$ cat config.mk
export PLATFORM = sky130hd
export DESIGN_NAME = resv_monitor
export DESIGN_NICKNAME = d
export VERILOG_FILES = /design/src/rtl/resv_pkg.sv /design/src/rtl/resv_match.sv /design/src/rtl/resv_table.sv /design/src/rtl/resv_monitor.sv
export SDC_FILE = /design/constraint.sdc
export NUM_CORES = 1
export LEC_CHECK = 0
export ABC_AREA = 1
export BUFFER_PORTS_ARGS = -buffer_cell sky130_fd_sc_hd__buf_2
export CAP_MARGIN = 5
export CORE_UTILIZATION = 63
export DETAILED_ROUTE_END_ITERATION = 6
export GPL_ROUTABILITY_DRIVEN = 0
export PLACE_DENSITY = 0.82
export SYNTH_ARGS = -nofsm -noshare
export SYNTH_HDL_FRONTEND = slang
export SYNTH_HIERARCHICAL = 1
export SYNTH_SLANG_ARGS = --single-unit
export TNS_END_PERCENT = 20
$ cat constraint.sdc
create_clock -name clk -period 3.85 [get_ports clk]
set_input_delay 1.155 -clock clk [delete_from_list [all_inputs] [get_ports clk]]
set_output_delay 1.155 -clock clk [all_outputs]
set_load 0.1 [all_outputs]
$ cat src/rtl/resv_pkg.sv
package resv_pkg;

    localparam int MAX_ENTRIES = 32;

    // index of the lowest set bit, 0 when none is set
    function automatic logic [4:0] low_idx(input logic [MAX_ENTRIES-1:0] v);
        logic [4:0] r;
        r = '0;
        for (int i = MAX_ENTRIES - 1; i >= 0; i--) begin
            if (v[i]) r = 5'(i);
        end
        return r;
    endfunction

endpackage

$ cat src/rtl/resv_match.sv
module resv_match #(
    parameter int N = 8,
    parameter int W = 8
) (
    input  logic [N-1:0][W-1:0] field,
    input  logic [W-1:0]        key,
    output logic [N-1:0]        hit
);
    for (genvar e = 0; e < N; e++) begin : g_cmp
        assign hit[e] = (field[e] == key);
    end
endmodule

$ cat src/rtl/resv_table.sv
module resv_table #(
    parameter int ENTRIES = 8,
    parameter int AW      = 32,
    parameter int CTXW    = 3,
    parameter int IDXW    = 3
) (
    input  logic                           clk,
    input  logic                           rst_n,
    input  logic [ENTRIES-1:0]             clr_vec,
    input  logic                           set_en,
    input  logic [IDXW-1:0]                set_idx,
    input  logic [AW-1:0]                  set_tag,
    input  logic [CTXW-1:0]                set_ctx,
    output logic [ENTRIES-1:0]             vld_q,
    output logic [ENTRIES-1:0][AW-1:0]     tag_q,
    output logic [ENTRIES-1:0][CTXW-1:0]   ctx_q
);
    typedef struct packed {
        logic [ENTRIES-1:0]           vld;
        logic [ENTRIES-1:0][AW-1:0]   tag;
        logic [ENTRIES-1:0][CTXW-1:0] ctx;
    } tbl_t;

    tbl_t tbl_d, tbl_q;

    always_comb begin
        tbl_d     = tbl_q;
        // write side first: drop every entry on the written granule
        tbl_d.vld = tbl_q.vld & ~clr_vec;
        // then the reserve lands, so it is never undone by the same write
        if (set_en) begin
            tbl_d.vld[set_idx] = 1'b1;
            tbl_d.tag[set_idx] = set_tag;
            tbl_d.ctx[set_idx] = set_ctx;
        end
    end

    always_ff @(posedge clk) begin
        if (!rst_n) begin
            tbl_q <= '0;
        end else begin
            tbl_q <= tbl_d;
        end
    end

    assign vld_q = tbl_q.vld;
    assign tag_q = tbl_q.tag;
    assign ctx_q = tbl_q.ctx;
endmodule

$ cat src/rtl/resv_monitor.sv
module resv_monitor #(
    parameter int AW        = 32,
    parameter int CTXW      = 3,
    parameter int ENTRIES   = 8,
    parameter int GRAN_BITS = 3
) (
    input  logic            clk,
    input  logic            rst_n,
    input  logic            rd_valid,
    input  logic            rd_reserve,
    input  logic [CTXW-1:0] rd_ctx,
    input  logic [AW-1:0]   rd_addr,
    input  logic            wr_valid,
    input  logic            wr_cond,
    input  logic [CTXW-1:0] wr_ctx,
    input  logic [AW-1:0]   wr_addr,
    output logic            wr_ok
);
    import resv_pkg::*;

    localparam int IDXW = (ENTRIES > 1) ? $clog2(ENTRIES) : 1;
    localparam int NCTX = 1 << CTXW;
    localparam logic [AW-1:0] GRAN_MASK = ~((AW'(1) << GRAN_BITS) - AW'(1));

    logic [AW-1:0]                rd_tag, wr_tag;
    logic [ENTRIES-1:0]           vld_q;
    logic [ENTRIES-1:0][AW-1:0]   tag_q;
    logic [ENTRIES-1:0][CTXW-1:0] ctx_q;
    logic [ENTRIES-1:0]           w_tag_hit, w_ctx_hit, r_ctx_hit;
    logic [ENTRIES-1:0]           clr_vec, vld_after, own_vec, free_vec;
    logic                         lr_req, set_en;
    logic [IDXW-1:0]              set_idx;

    assign rd_tag = rd_addr & GRAN_MASK;
    assign wr_tag = wr_addr & GRAN_MASK;

    resv_match #(.N(ENTRIES), .W(AW)) u_wtag (
        .field(tag_q), .key(wr_tag), .hit(w_tag_hit));
    resv_match #(.N(ENTRIES), .W(CTXW)) u_wctx (
        .field(ctx_q), .key(wr_ctx), .hit(w_ctx_hit));
    resv_match #(.N(ENTRIES), .W(CTXW)) u_rctx (
        .field(ctx_q), .key(rd_ctx), .hit(r_ctx_hit));

    // write path: commit decision and granule clear
    assign clr_vec = wr_valid ? (vld_q & w_tag_hit) : '0;
    assign wr_ok   = wr_valid & (~wr_cond | (|(vld_q & w_tag_hit & w_ctx_hit)));

    // reserve path sees the table as it is after the write
    assign vld_after = vld_q & ~clr_vec;
    assign own_vec   = vld_after & r_ctx_hit;
    assign free_vec  = ~vld_after;
    assign lr_req    = rd_valid & rd_reserve;
    assign set_en    = lr_req & ((|own_vec) | (|free_vec));
    assign set_idx   = (|own_vec) ? IDXW'(low_idx(MAX_ENTRIES'(own_vec)))
                                  : IDXW'(low_idx(MAX_ENTRIES'(free_vec)));

    resv_table #(.ENTRIES(ENTRIES), .AW(AW), .CTXW(CTXW), .IDXW(IDXW)) u_tbl (
        .clk(clk), .rst_n(rst_n), .clr_vec(clr_vec), .set_en(set_en),
        .set_idx(set_idx), .set_tag(rd_tag), .set_ctx(rd_ctx),
        .vld_q(vld_q), .tag_q(tag_q), .ctx_q(ctx_q));

    // ---------------- assertions ----------------
    p_plain_ok_r4: assert property (@(posedge clk) disable iff (!rst_n)
        (wr_valid && !wr_cond) |-> wr_ok);

    p_idle_zero_r10: assert property (@(posedge clk) disable iff (!rst_n)
        !wr_valid |-> !wr_ok);

    logic lr_same;
    assign lr_same = lr_req && (rd_tag == wr_tag);

    for (genvar e = 0; e < ENTRIES; e++) begin : g_clr_chk
        p_granule_cleared_r6: assert property (@(posedge clk) disable iff (!rst_n)
            (wr_valid && !lr_same) |=> !(vld_q[e] && tag_q[e] == $past(wr_tag)));
    end

    logic [AW-1:0]   lr_tag_q;
    logic [CTXW-1:0] lr_ctx_q;
    logic            lr_found;
    always_ff @(posedge clk) begin
        lr_tag_q <= rd_tag;
        lr_ctx_q <= rd_ctx;
    end
    always_comb begin
        lr_found = 1'b0;
        for (int e = 0; e < ENTRIES; e++) begin
            if (vld_q[e] && tag_q[e] == lr_tag_q && ctx_q[e] == lr_ctx_q) lr_found = 1'b1;
        end
    end
    p_reserve_held_r3: assert property (@(posedge clk) disable iff (!rst_n)
        set_en |=> lr_found);

    for (genvar c = 0; c < NCTX; c++) begin : g_ctx_chk
        logic [ENTRIES-1:0] owns;
        always_comb begin
            for (int e = 0; e < ENTRIES; e++) begin
                owns[e] = vld_q[e] && (ctx_q[e] == CTXW'(c));
            end
        end
        p_single_resv_r2: assert property (@(posedge clk) disable iff (!rst_n)
            $countones(owns) <= 1);
    end
endmodule

==> metrics.md <==
| Metric | Value |
|---|---|
| Worst Hold Depth | `2` |
| Final WL | `50680 um` |
| Commonest non-fill, non-tap cells in the layout | `1170 x nand2_1, 689 x nor2_1, 297 x inv_1, 288 x dfxtp_1, 251 x nand3_1` |
| Placed insts | `3454` |
| Crit Path Category | `in2out` |
| Inserted Clock Buffers | `31` |
| Clock-pin slew on the worst setup and hold paths | `60 ps` |
| Peak VDD IR | `0.3238 mV` |
| Critical Path AT | `2900 ps` |
| Remaining Overflow, GRT | `0` |
| Mean Syn Cell Area | `5.655 sq um` |
| Post-Layout Cell Count | `3520` |
| Post-route ant nets | `0` |
| Cell area power density | `about 350 nW/um^2` |
| Yosys warning total | `6` |
| Pin count of the biggest net entering global routing | `111` |
| Fill cells | `between 2000 and 2500` |
| Seq/Total Area, Yosys | `33.06%` |
| Worst rel slew slack | `47.28%` |
| N_diodes | `0` |
| Fraction of layout cells with a size suffix above 1 | `12.74%` |
| RSZ-0062 raised after global routing | `yes` |
| Final setup violation count | `1` |
| Yosys reg bits | `288` |
| Switching Power | `approximately 1900 uW` |
| Tcrit/Tclk final | `105.4%` |
| H-tree depth | `1` |
| Clock share of power | `between 40% and 50%` |
| Commonest non-fill, non-tap cell in the layout | `nand2_1` |
| CP startpoint kind | `input port` |
| Pre-antenna DRT Iters | `5` |
| Failing checks | `setup timing` |
| Hold buffer count at cts | `0` |
| Switching share of power | `26.10%` |
| Via count | `18621` |
| DRT iter0 DRCs | `1905` |
| GRT Overall Usage | `35.13%` |
| CP max FO | `8` |
| Crit path required time | `2690 ps` |
| DRC viols | `0` |
| Die Height | `168.4 um` |
| Antenna violations before repair | `0` |
| Gate Count Post-Synth | `3084` |
| Row Count | `60` |
| Status | `finished with violations` |
| Max Freq | `0.2464 GHz` |
| Worst setup margin | `-208.1 ps` |
| Distinct cells, synth | `33` |
| Worst Tran Pin Value | `790.8 ps` |
| Layout area overhead | `16.62%` |
| Multi-input logic area | `just under 10000 sq um` |
| Sequential power share | `43.0%` |
| Full die area | `roughly 28000 sq um` |
| Die X | `168.4 um` |
| Leak | `0.009183 uW` |
| Mapped cell area | `17440 sq um` |
| Fraction of registers with async set/reset | `0%` |
| Post-synth EDFFs | `0` |
| R2r setup slk | `roughly 600 ps` |
| Max-slew violations | `0` |
| Final Util | `between 70% and 80%` |
| Io pins | `77` |
| Comb pwr share | `12.7%` |
| Drt wl/cell | `14.40 um` |
| Vias in the first global route | `~17000` |
| Maxcap violations | `0` |
| CTS tree | `built` |
| Worst reg2reg path depth | `24` |
| CTS Sinks | `288` |
| Register Area | `approximately 5800 sq um` |
| Setup Skew | `15.97 ps` |
| CP Capture Type | `primary output` |
| Vias per cell | `5.290` |
| Ys flop type | `dfxtp_1` |
| Clk buf depth | `3` |
| Nets | `3231` |
| Skew-Pair Late Insertion Delay | `580 ps` |
| Clock tree root driver cell | `clkbuf_16` |
| HPWL Detailed | `32820 um` |
| Final Hold Fails | `0` |
| First-pass GRT wire length | `80900 um` |
| Port Buffers | `70` |
| P_int | `between 5000 and 6000 uW` |
| Crit path time final | `4058 ps` |
| Final TNS setup | `-208.1 ps` |
| Hold WC Path Type | `reg2reg` |
| Core box area | `approximately 27000 sq um` |
| Initial Util | `64.53%` |
-- metrics by stage --
step | hold slack [ps] | worst slack [ps] | power, uW | cell area, sq um
global route | 514.6 | -248.1 | 7355 | 20340
CTS | 496.0 | -118.0 | 7102 | 20030
floorplan | 474.4 | 0.7114 | 3722 | 17480
detailed placement | 487.6 | -465.0 | 3947 | 18660
finish | 495.6 | -208.1 | 7125 | 20340
global placement | 481.7 | -375.3 | 3922 | 18660
-- worst max-delay path, cell delays in order --
cell	delay (ps)
buf_6	120
buf_4	130
nand2_1	60
nand2_1	60
nor2_2	130
nand2_1	110
nor2_4	140
nand2_1	70
nor2_1	120
buf_4	160
nand3_1	80
nand4_1	140
nor2_2	70
a21oi_4	160
buf_12	190
-- kinds of logic after synthesis --
| logic type | share of synthesized area, % |
|---|---|
| xor gates and xnor gates | 2.812 |
| DFF | 33.06 |
| and+or+nand+nor | 50.52 |
| other | 0.02150 |
| AOI/OAI and AO/OA | 1.234 |
| buffers and inverters | 12.35 |
-- Yosys cell counts (2+ instances only) --
cell type,count,area share (%)
a21boi_4,2,0.22
buf_2,60,1.7
buf_4,36,1.5
inv_1,297,6.4
nand4_1,2,0.072
a21boi_2,5,0.32
a21boi_1,2,0.086
nor2_2,24,0.86
inv_6,3,0.15
buf_6,12,0.77
nor2_1,752,16
dfxtp_1,288,33
nand2_1,1195,26
o21a_1,8,0.34
inv_2,15,0.32
inv_4,15,0.54
xnor2_1,16,0.80
xor2_1,40,2.0
buf_1,7,0.15
clkbuf_1,34,0.73
nand2_2,5,0.18
nand3_1,255,7.3
-- metal layers --
metal  wire length (um)  GRT usage [%]  vias up  share of wire (%)
li1                   -              -     9296                  -
met1              20610          45.26     8302                 41
met2              23180          59.17      858                 46
met3               4812          4.537      165                9.5
met4               2073          14.74        0                4.1
met5                  0              0        -                  0
-- how the worst max path moves through the flow --
stage / startpoint / end / slack (ps) / depth (start not counted)
2_1_floorplan: wr_addr[5] / wr_ok / 0.7 / 13
3_3_place_gp: wr_addr[12] / register / -380 / 24
3_5_place_dp: wr_addr[12] / register / -470 / 24
4_1_cts: wr_addr[28] / wr_ok / -120 / 14
5_1_grt: wr_addr[21] / wr_ok / -250 / 15
6_report: wr_addr[12] / wr_ok / -210 / 15
-- power groups by stage --
stage,sequential [uW],clock (uW),combinational (uW)
after global routing,3070,3290,992
after floorplan,3120,0,602
final,3060,3160,904
after detailed placement,3130,0,819
after CTS,3060,3190,850
after global placement,3120,0,797
-- cell type report --
type / instances / area share [%]
timing repair buffer: 182 / 8.890
clock inverter: 11 / 0.6706
multi-input combinational: 2321 / 48.79
sequential: 288 / 28.35
tap: 341 / 2.098
inverter: 331 / 6.472
clock buffer: 46 / 4.731
-- what timing repair did --
action,in CTS,in global routing
endpoints found under the setup margin,1,83
pin swaps,30,58
gates resized for setup,77,97
hold endpoints to repair,0,0
buffers inserted,6,4
(Power assumes the default switching activity.)
